$ cat config.mk
export PLATFORM = sky130hd
export DESIGN_NAME = map_learn_analyzer
export DESIGN_NICKNAME = d
export VERILOG_FILES = /design/src/rtl/map_learn_pkg.sv /design/src/rtl/alloc_match.sv /design/src/rtl/score_bank.sv /design/src/rtl/best_pick.sv /design/src/rtl/map_learn_analyzer.sv
export SDC_FILE = /design/constraint.sdc
export NUM_CORES = 2
export LEC_CHECK = 0
export BUFFER_PORTS_ARGS = -buffer_cell sky130_fd_sc_hd__clkbuf_2
export CORE_MARGIN = 5
export CORE_UTILIZATION = 55
export DETAILED_ROUTE_END_ITERATION = 6
export GPL_TIMING_DRIVEN = 1
export PLACE_DENSITY = 0.71
export SYNTH_ARGS = -nofsm -noshare
export SYNTH_HDL_FRONTEND = slang
export SYNTH_HIERARCHICAL = 1
export SYNTH_SLANG_ARGS = --single-unit
$ cat constraint.sdc
create_clock -name clk_i -period 10.5 [get_ports clk_i]
set_clock_uncertainty 0.2 [all_clocks]
set_input_delay 1.575 -clock clk_i [delete_from_list [all_inputs] [get_ports clk_i]]
set_output_delay 1.575 -clock clk_i [all_outputs]
set_load 0.005 [all_outputs]
$ cat src/rtl/map_learn_pkg.sv
package map_learn_pkg;
  localparam int unsigned MAP_LSB = 12;
  typedef enum logic [0:0] {PH_IDLE = 1'b0, PH_LEARN = 1'b1} phase_e;
endpackage

$ cat src/rtl/alloc_match.sv
module alloc_match #(
  parameter int unsigned N  = 8,
  parameter int unsigned AW = 32,
  localparam int unsigned IW = $clog2(N)
) (
  input  logic          clk_i,
  input  logic          rst_ni,
  input  logic [AW-1:0] base_i [N],
  input  logic [AW-1:0] size_i [N],
  input  logic [AW-1:0] addr_i,
  output logic          hit_o,
  output logic [IW-1:0] idx_o,
  output logic [AW-1:0] off_o
);
  logic [N-1:0]  in_rng;
  logic [AW-1:0] rel [N];

  for (genvar i = 0; i < N; i++) begin : g_cmp
    assign rel[i]    = addr_i - base_i[i];
    assign in_rng[i] = (addr_i >= base_i[i]) && (rel[i] < size_i[i]);
  end

  // lowest index wins on overlap
  always_comb begin
    hit_o = 1'b0;
    idx_o = '0;
    off_o = '0;
    for (int i = N - 1; i >= 0; i--) begin
      if (in_rng[i]) begin
        hit_o = 1'b1;
        idx_o = IW'(i);
        off_o = rel[i];
      end
    end
  end

  assert_in_range_R2: assert property (@(posedge clk_i) disable iff (!rst_ni)
    hit_o |-> (off_o < size_i[idx_o]) && (addr_i >= base_i[idx_o]));
endmodule

$ cat src/rtl/score_bank.sv
module score_bank #(
  parameter int unsigned N       = 8,
  parameter int unsigned NM      = 4,
  parameter int unsigned CW      = 16,
  parameter int unsigned AW      = 32,
  parameter int unsigned SW      = 2,
  parameter int unsigned MAP_LSB = 12,
  localparam int unsigned IW     = $clog2(N)
) (
  input  logic          clk_i,
  input  logic          rst_ni,
  input  logic          clr_i,
  input  logic          en_i,
  input  logic [IW-1:0] idx_i,
  input  logic [AW-1:0] off_i,
  input  logic [SW-1:0] stack_i,
  output logic [CW-1:0] cnt_o [N][NM]
);
  localparam logic [CW-1:0] CMAX = '1;

  for (genvar i = 0; i < N; i++) begin : g_alloc
    for (genvar m = 0; m < NM; m++) begin : g_map
      logic match;
      assign match = en_i && (idx_i == IW'(i)) &&
                     (off_i[MAP_LSB+m +: SW] == stack_i);

      always_ff @(posedge clk_i or negedge rst_ni) begin
        if (!rst_ni)                          cnt_o[i][m] <= '0;
        else if (clr_i)                       cnt_o[i][m] <= '0;
        else if (match && cnt_o[i][m] != CMAX) cnt_o[i][m] <= cnt_o[i][m] + 1'b1;
      end

      assert_no_wrap_R4: assert property (@(posedge clk_i) disable iff (!rst_ni)
        (cnt_o[i][m] == CMAX && !clr_i) |=> cnt_o[i][m] == CMAX);
      assert_frozen_R6: assert property (@(posedge clk_i) disable iff (!rst_ni)
        (!en_i && !clr_i) |=> $stable(cnt_o[i][m]));
    end
  end
endmodule

$ cat src/rtl/best_pick.sv
module best_pick #(
  parameter int unsigned NM = 4,
  parameter int unsigned CW = 16,
  localparam int unsigned MW = $clog2(NM)
) (
  input  logic [CW-1:0] cnt_i [NM],
  output logic [MW-1:0] sel_o
);
  logic [CW-1:0] best;
  // strict compare keeps the lowest index on ties
  always_comb begin
    sel_o = '0;
    best  = cnt_i[0];
    for (int m = 1; m < NM; m++) begin
      if (cnt_i[m] > best) begin
        best  = cnt_i[m];
        sel_o = MW'(m);
      end
    end
  end
endmodule

$ cat src/rtl/map_learn_analyzer.sv
module map_learn_analyzer
  import map_learn_pkg::*;
#(
  parameter int unsigned N_ALLOC = 8,
  parameter int unsigned N_MAP   = 4,
  parameter int unsigned AW      = 32,
  parameter int unsigned SW      = 2,
  parameter int unsigned CW      = 16,
  parameter int unsigned INST_W  = 16,
  localparam int unsigned IW     = $clog2(N_ALLOC),
  localparam int unsigned MW     = $clog2(N_MAP)
) (
  input  logic              clk_i,
  input  logic              rst_ni,
  input  logic              start_i,
  input  logic              tbl_we_i,
  input  logic [IW-1:0]     tbl_idx_i,
  input  logic [AW-1:0]     tbl_base_i,
  input  logic [AW-1:0]     tbl_size_i,
  input  logic [INST_W-1:0] inst_limit_i,
  input  logic              acc_valid_i,
  input  logic [INST_W-1:0] acc_inst_i,
  input  logic [AW-1:0]     acc_addr_i,
  input  logic [SW-1:0]     acc_stack_i,
  input  logic              irq_clr_i,
  input  logic [IW-1:0]     reg_addr_i,
  output logic [MW-1:0]     reg_map_o,
  output logic              learning_o,
  output logic              irq_o
);
  phase_e              phase_q;
  logic                irq_q, seen_q;
  logic [INST_W-1:0]   inst_cnt_q, last_id_q;
  logic [AW-1:0]       base_q [N_ALLOC];
  logic [AW-1:0]       size_q [N_ALLOC];
  logic [MW-1:0]       choice_q [N_ALLOC];
  logic [MW-1:0]       pick [N_ALLOC];
  logic [CW-1:0]       cnt [N_ALLOC][N_MAP];
  logic                hit, ev, new_inst, finish, score_en;
  logic [IW-1:0]       hit_idx;
  logic [AW-1:0]       hit_off;

  assign ev       = acc_valid_i && (phase_q == PH_LEARN) && !start_i;
  assign new_inst = ev && (!seen_q || acc_inst_i != last_id_q);
  assign finish   = new_inst && (inst_cnt_q == inst_limit_i);
  assign score_en = ev && !finish && hit;

  alloc_match #(.N(N_ALLOC), .AW(AW)) u_match (
    .clk_i, .rst_ni, .base_i(base_q), .size_i(size_q), .addr_i(acc_addr_i),
    .hit_o(hit), .idx_o(hit_idx), .off_o(hit_off)
  );

  score_bank #(.N(N_ALLOC), .NM(N_MAP), .CW(CW), .AW(AW), .SW(SW),
               .MAP_LSB(MAP_LSB)) u_score (
    .clk_i, .rst_ni, .clr_i(start_i), .en_i(score_en), .idx_i(hit_idx),
    .off_i(hit_off), .stack_i(acc_stack_i), .cnt_o(cnt)
  );

  for (genvar i = 0; i < N_ALLOC; i++) begin : g_pick
    best_pick #(.NM(N_MAP), .CW(CW)) u_pick (.cnt_i(cnt[i]), .sel_o(pick[i]));

    always_ff @(posedge clk_i or negedge rst_ni) begin
      if (!rst_ni) begin
        base_q[i]   <= '0;
        size_q[i]   <= '0;
        choice_q[i] <= '0;
      end else begin
        if (tbl_we_i && tbl_idx_i == IW'(i)) begin
          base_q[i] <= tbl_base_i;
          size_q[i] <= tbl_size_i;
        end
        if (start_i)     choice_q[i] <= '0;
        else if (finish) choice_q[i] <= pick[i];
      end
    end
  end

  always_ff @(posedge clk_i or negedge rst_ni) begin
    if (!rst_ni) begin
      phase_q    <= PH_IDLE;
      irq_q      <= 1'b0;
      seen_q     <= 1'b0;
      inst_cnt_q <= '0;
      last_id_q  <= '0;
    end else if (start_i) begin
      phase_q    <= PH_LEARN;
      irq_q      <= 1'b0;
      seen_q     <= 1'b0;
      inst_cnt_q <= '0;
    end else begin
      if (finish) begin
        phase_q <= PH_IDLE;
        irq_q   <= 1'b1;
      end else begin
        if (irq_clr_i) irq_q <= 1'b0;
        if (ev) begin
          seen_q    <= 1'b1;
          last_id_q <= acc_inst_i;
          if (new_inst) inst_cnt_q <= inst_cnt_q + 1'b1;
        end
      end
    end
  end

  assign reg_map_o  = choice_q[reg_addr_i];
  assign learning_o = (phase_q == PH_LEARN);
  assign irq_o      = irq_q;

  assert_irq_hold_R8: assert property (@(posedge clk_i) disable iff (!rst_ni)
    (irq_q && !irq_clr_i && !start_i) |=> irq_q);
  assert_end_irq_R5: assert property (@(posedge clk_i) disable iff (!rst_ni)
    $fell(learning_o) |-> irq_o);
  assert_idle_quiet_R6: assert property (@(posedge clk_i) disable iff (!rst_ni)
    (phase_q == PH_IDLE && !start_i) |=> $stable(inst_cnt_q) && phase_q == PH_IDLE);
  assert_choice_hold_R7: assert property (@(posedge clk_i) disable iff (!rst_ni)
    (phase_q == PH_IDLE && !start_i) |=> $stable(choice_q[0]));
endmodule

# Yosys cells after proc, flatten, opt, wreduce, memory -nomap -nowiden
# Cells that the tools add are included.
# totals
register_bits,1075
latch_bits,0
ramBits,0
rom_bits,0
input_bits,142
output_inout_bits,4
word_cells,497
n_memories,0
# op_classes
addsub,41
mul,0
div,0
order_cmp,41
eq_ne,53
shift,0
n_mux,159
bitwise,3
reduce_logical,139
# op_table
operator,n
$mux W16,84
$add A16 B1 Y16 const B,33
$ne A16 B16 Y1 const B,32
$gt A16 B16 Y1,24
$ge A32 B32 Y1,8
$lt A32 B32 Y1,8
$sub A32 B32 Y32,8
$mux W17,8
$logic_and A1 B1 Y1,94
$reduce_bool A2 Y1,35
$mux W2,34
$eq A3 B3 Y1 const B,8
$mux W1,24
$mux W3,8
$eq A16 B16 Y1,1
$ne A16 B16 Y1,1
$eq A3 B2 Y1 const B,4
$eq A2 B2 Y1,4
$bmux W2 S3,1
$eq A3 B1 Y1 const B,2
$logic_not A3 Y1,2
$reduce_and A3 Y1,2
$ge A4 B4 Y1 const B,1
$not A3 Y4,1
6 further kinds,9

# Longest topological paths before layout
# depth
word_depth,17
mapped_depth,35
ltp_nobuf,30

# Modules after synthesis
# The synthesis kept the hierarchy.
# by_module_without_submodules
module,instances,cells_per_inst,area_per_inst_um2,seq_area_each_um2
score_bank,1,3018,27786.6,12812.3
alloc_match,1,3302,22198.8,0.0
map_learn_analyzer,1,1368,21863.5,14088.5
best_pick,8,269,1898.1,0.0

# Worst setup path after synthesis
# No wires, ideal clock.
# synth_path
path_type,input to register
from,input port acc_addr_i[0]
to,register u_score/cnt_o[361] (netlist name)
setup_ps,125
arrival_ps,8393
t_required_ps,10175
setup_slack_ps,1782
stages,31
path_buffers,2
path_cell_list,inv_1 > ha_1 > inv_1 > fa_1 > a21o_1 > a211o_1 > a2111oi_2 > o311ai_1 > a211oi_1 > nor3b_1 > nor2_1 > a221oi_1 > ha_1 > nand4_1 > nor2_1 > nand4_1 > nor2_1 > a2111oi_0 > o21ai_0 > a311o_1 > buf_2 > nand2_1 > nor2_1 > buf_2 > o2111ai_1 > nand4_1 > xnor2_2 > nand3_1 > a2111oi_0 > and2_1 > mux2_2
# synth_via
elab_cells_between_ends,63
classes_between,add/sub: 8; order compare: 16; eq/ne: 2; mux: 24; reduce/logical: 13
# synth_lines
item,line_no,text
start: declaration,map_learn_analyzer.sv:23,"input logic [AW-1:0] acc_addr_i,"
$sub A32 B32 Y32,alloc_match.sv:19,assign rel[i] = addr_i - base_i[i];
$lt A32 B32 Y1,alloc_match.sv:20,assign in_rng[i] = (addr_i >= base_i[i]) && (rel[i] < size_i[i]);
$logic_and A1 B1 Y1,alloc_match.sv:20,
$mux W17 (7 in a row),alloc_match.sv:29,if (in_rng[i]) begin
$mux W17 *,alloc_match.sv:29,
net hit_off[13],map_learn_analyzer.sv:41,logic [AW-1:0] hit_off;
$eq A2 B2 Y1 *,score_bank.sv:25,(off_i[MAP_LSB+m +: SW] == stack_i);
$logic_and A1 B1 Y1 *,score_bank.sv:24,assign match = en_i && (idx_i == IW'(i)) &&
$logic_and A1 B1 Y1 *,score_bank.sv:30,else if (match && cnt_o[i][m] != CMAX) cnt_o[i][m] <= cnt_o[i][m] + 1'b1;
$reduce_bool A2 Y1 (no line) *,n/a,
end signal: indexed assignment,score_bank.sv:28,if (!rst_ni) cnt_o[i][m] <= '0;
end signal: indexed assignment,score_bank.sv:29,else if (clr_i) cnt_o[i][m] <= '0;
end: declaration,score_bank.sv:17,output logic [CW-1:0] cnt_o [N][NM]
# Mark *: on every way through the listed nets, which the timed path passes. The rest lies on a longest branch.
# A chain may end at the register's enable or synchronous reset.

# Worst setup path after layout
# layout_path
from,input port acc_addr_i[0]
to,register u_score/cnt_o[103] (netlist name)
# Same word-level chain as after synthesis.

==> flow_summary_export.csv <==
group,metric,value,unit
outcome,outcome,"complete, no violations",
worst_setup_path,required,10.92,ns
routing,vias_per_cell,6.15,
worst_setup_path,cpLargestDelayFamily,"compound AO/OA/AOI/OAI gates",
placement,dp_hpwl,182,mm
timing,worstMarginPinSlew,1.36,ns
timing,setup_viol_count_final,0,
pwr,power,16.4,mW
clock_tree,cts_tree,"yes",
timing,finalCritPeriodShare,92.7,%
die,start_util,55.4,%
routing,drt_iter0_drc,5756,
cells_and_area,area_growth,8.43,%
job,drv_cap,0,
global_route,grt_max_degree,192,
worst_setup_path,slowest_stage,"xnor2_2",
cells_and_area,nets,10700,
timing,period_needed,9.73,ns
clock_tree,clock_sinks,1075,
clock_tree,insertion_delay,0.79,ns
timing,fin_tns_setup,0,ns
routing,num_vias,72500,
clock_tree,cts_root_buf,"clkbuf_16",
synthesis,synthCells,9592,
worst_setup_path,startpoint,"acc_addr_i[0]",
routing,totalWireLength,242,mm
clock_tree,htreeDepth,4,
worst_setup_path,path_buf_inv,4,
hold_path,min_from,"irq_o",
pwr,leakagePower,42.2,nW
clock_tree,post_cts_buffers,0,
timing,max_freq,0.103,GHz
die,core,154000,sq um
worst_setup_path,cp_max_fo,10,
synthesis,yosysWarningCount,6,
timing,hold_slack,0.285,ns
timing,drv_slew,0,
cells_and_area,drive_gt1_share,12.5,%
worst_setup_path,crit_top_cell,"nor2_1",
clock_tree,cts_resized,0,
placement,io_buffers,145,
timing,final_hold_viol_count,0,
timing,setup_slack,0.771,ns
synthesis,syn_area,85400,sq um
routing,wl_per_cell,20.6,um
timing,rsz0062_at_grt,"false",
worst_setup_path,endpoint_kind,"flip-flop",
routing,ant_nets,0,
global_route,antenna_found_initial,1,
clock_tree,cts_buffers,132,
timing,relSlewSlack,8.13,%
pwr,power.density,177,nW/um^2
die,die_h,404,um
routing,drt-pass1-iter-count,6,
synthesis,synth_nets,10700,
die,die_x,404,um
global_route,gr-total-overflow,0,
global_route,first_global_vias,70600,
placement,place_worst_setup_slack,0.204,ns
clock_tree,clock_path_buffers,3,
cells_and_area,post-route-util,60.1,%
pwr,irDropWorstVdd,0.255,mV
worst_setup_path,timing.rr.start,"base_q[193]",
die,io_pins,146,
global_route,grt_pass1_wl,381,mm
clock_tree,path_clk_slew,0.06,ns
routing,drc,0,
hold_path,hold_path.class,"flip-flop to flip-flop",
synthesis,syn_avg_cell_area,8.91,sq um
worst_setup_path,crit_type,"input port to flip-flop",
global_route,grt_util_all_layers,28.8,%
die,rows,144,
clock_tree,cts-hold-fix-buffers,0,
worst_setup_path,critPathMaxStageDelay,0.99,ns
die,dieArea,163000,sq um
worst_setup_path,worstPathArrival,10.15,ns
placement,place.gp.congestion,0.986,
worst_setup_path,critPathLaunchType,"input port",
## where the power goes
part	switching (mW)	leakage, nW	internal (mW)
sequential	0.251	14.0	4.60
combinational	4.15	26.0	2.60
clock	1.95	2.23	2.84
## stage by stage
stage / cells / cell area [sq um]
final: 11800 / 92600
after global routing: 11800 / 92600
after CTS: 11800 / 92600
after detailed placement: 11500 / 88100
after global placement: 11500 / 88100
after floorplan: 9592 / 85400
## registers in the layout (all words and copies together), names as in the netlist
register / flops
u_score/cnt_o: 512
base_q: 256
size_q: 256
choice_q: 16
inst_cnt_q: 16
last_id_q: 16
irq_o: 1
learning_o: 1
seen_q: 1
## routing by layer
layer / up-vias / GRT usage [%] / wire length [um]
li1: 34400 / - / -
met1: 35300 / 38.0 / 105000
met2: 2272 / 48.0 / 113000
met3: 489 / 3.54 / 12600
met4: 2 / 12.2 / 11400
met5: - / 0 / 12
## cells in the final DEF (no fill, tap or decap), drive strengths merged, types with 33 or more instances in the layout
| master | count |
|---|---|
| buf | 108 |
| a21o | 244 |
| xor2 | 136 |
| o31ai | 46 |
| a31oi | 40 |
| o21ai | 276 |
| and4 | 66 |
| mux2 | 552 |
| xnor2 | 498 |
| dfrtp | 1075 |
| o21bai | 33 |
| nor4 | 165 |
| nor2 | 831 |
| nor3 | 210 |
| mux2i | 156 |
| or4 | 43 |
| nor2b | 102 |
| a211oi | 70 |
| nand4 | 435 |
| nand2b | 52 |
| o21a | 61 |
| ha | 921 |
| and3 | 91 |
| o211ai | 185 |
| nand3 | 298 |
| or3 | 68 |
| and2 | 38 |
| inv | 920 |
| a21oi | 542 |
| nand2 | 737 |
| clkbuf | 316 |
| clkinv | 35 |
## final cells by class
class                      count  area [sq um]
antenna                        1          2.50
clock buffer                 173          3720
clock inverter                61           813
fill                       13400         61600
inverter                     913          3430
multi-input combinational   7260         53600
sequential                  1075         26900
tap                         2044          2560
timing repair buffer         251          1590
## worst paths after layout
path / end / slack (ns) / cells past startpoint
setup / recovery: u_score/cnt_o[103] / 0.77 / 31
hold / removal: irq_o / 0.28 / 2
max in group asynchronous: size_q[28] / 7.16 / 3
hold reg to reg: irq_o / 0.28 / 2
min in group asynchronous: last_id_q[9] / 0.55 / 1
setup reg to reg: u_score/cnt_o[103] / 1.50 / 31
## worst register-to-register path: cells and delay by family (launching register included)
family,cells,cell delay (ns)
flip-flops,1,0.34
buffers and inverters,3,0.36
AO/OA/AOI/OAI,12,3.89
AND/OR/NAND/NOR,11,1.96
XOR/XNOR,3,1.40
adder cells (fa/ha/maj),2,0.68
Note: power is estimated with default switching activity, not from simulation.
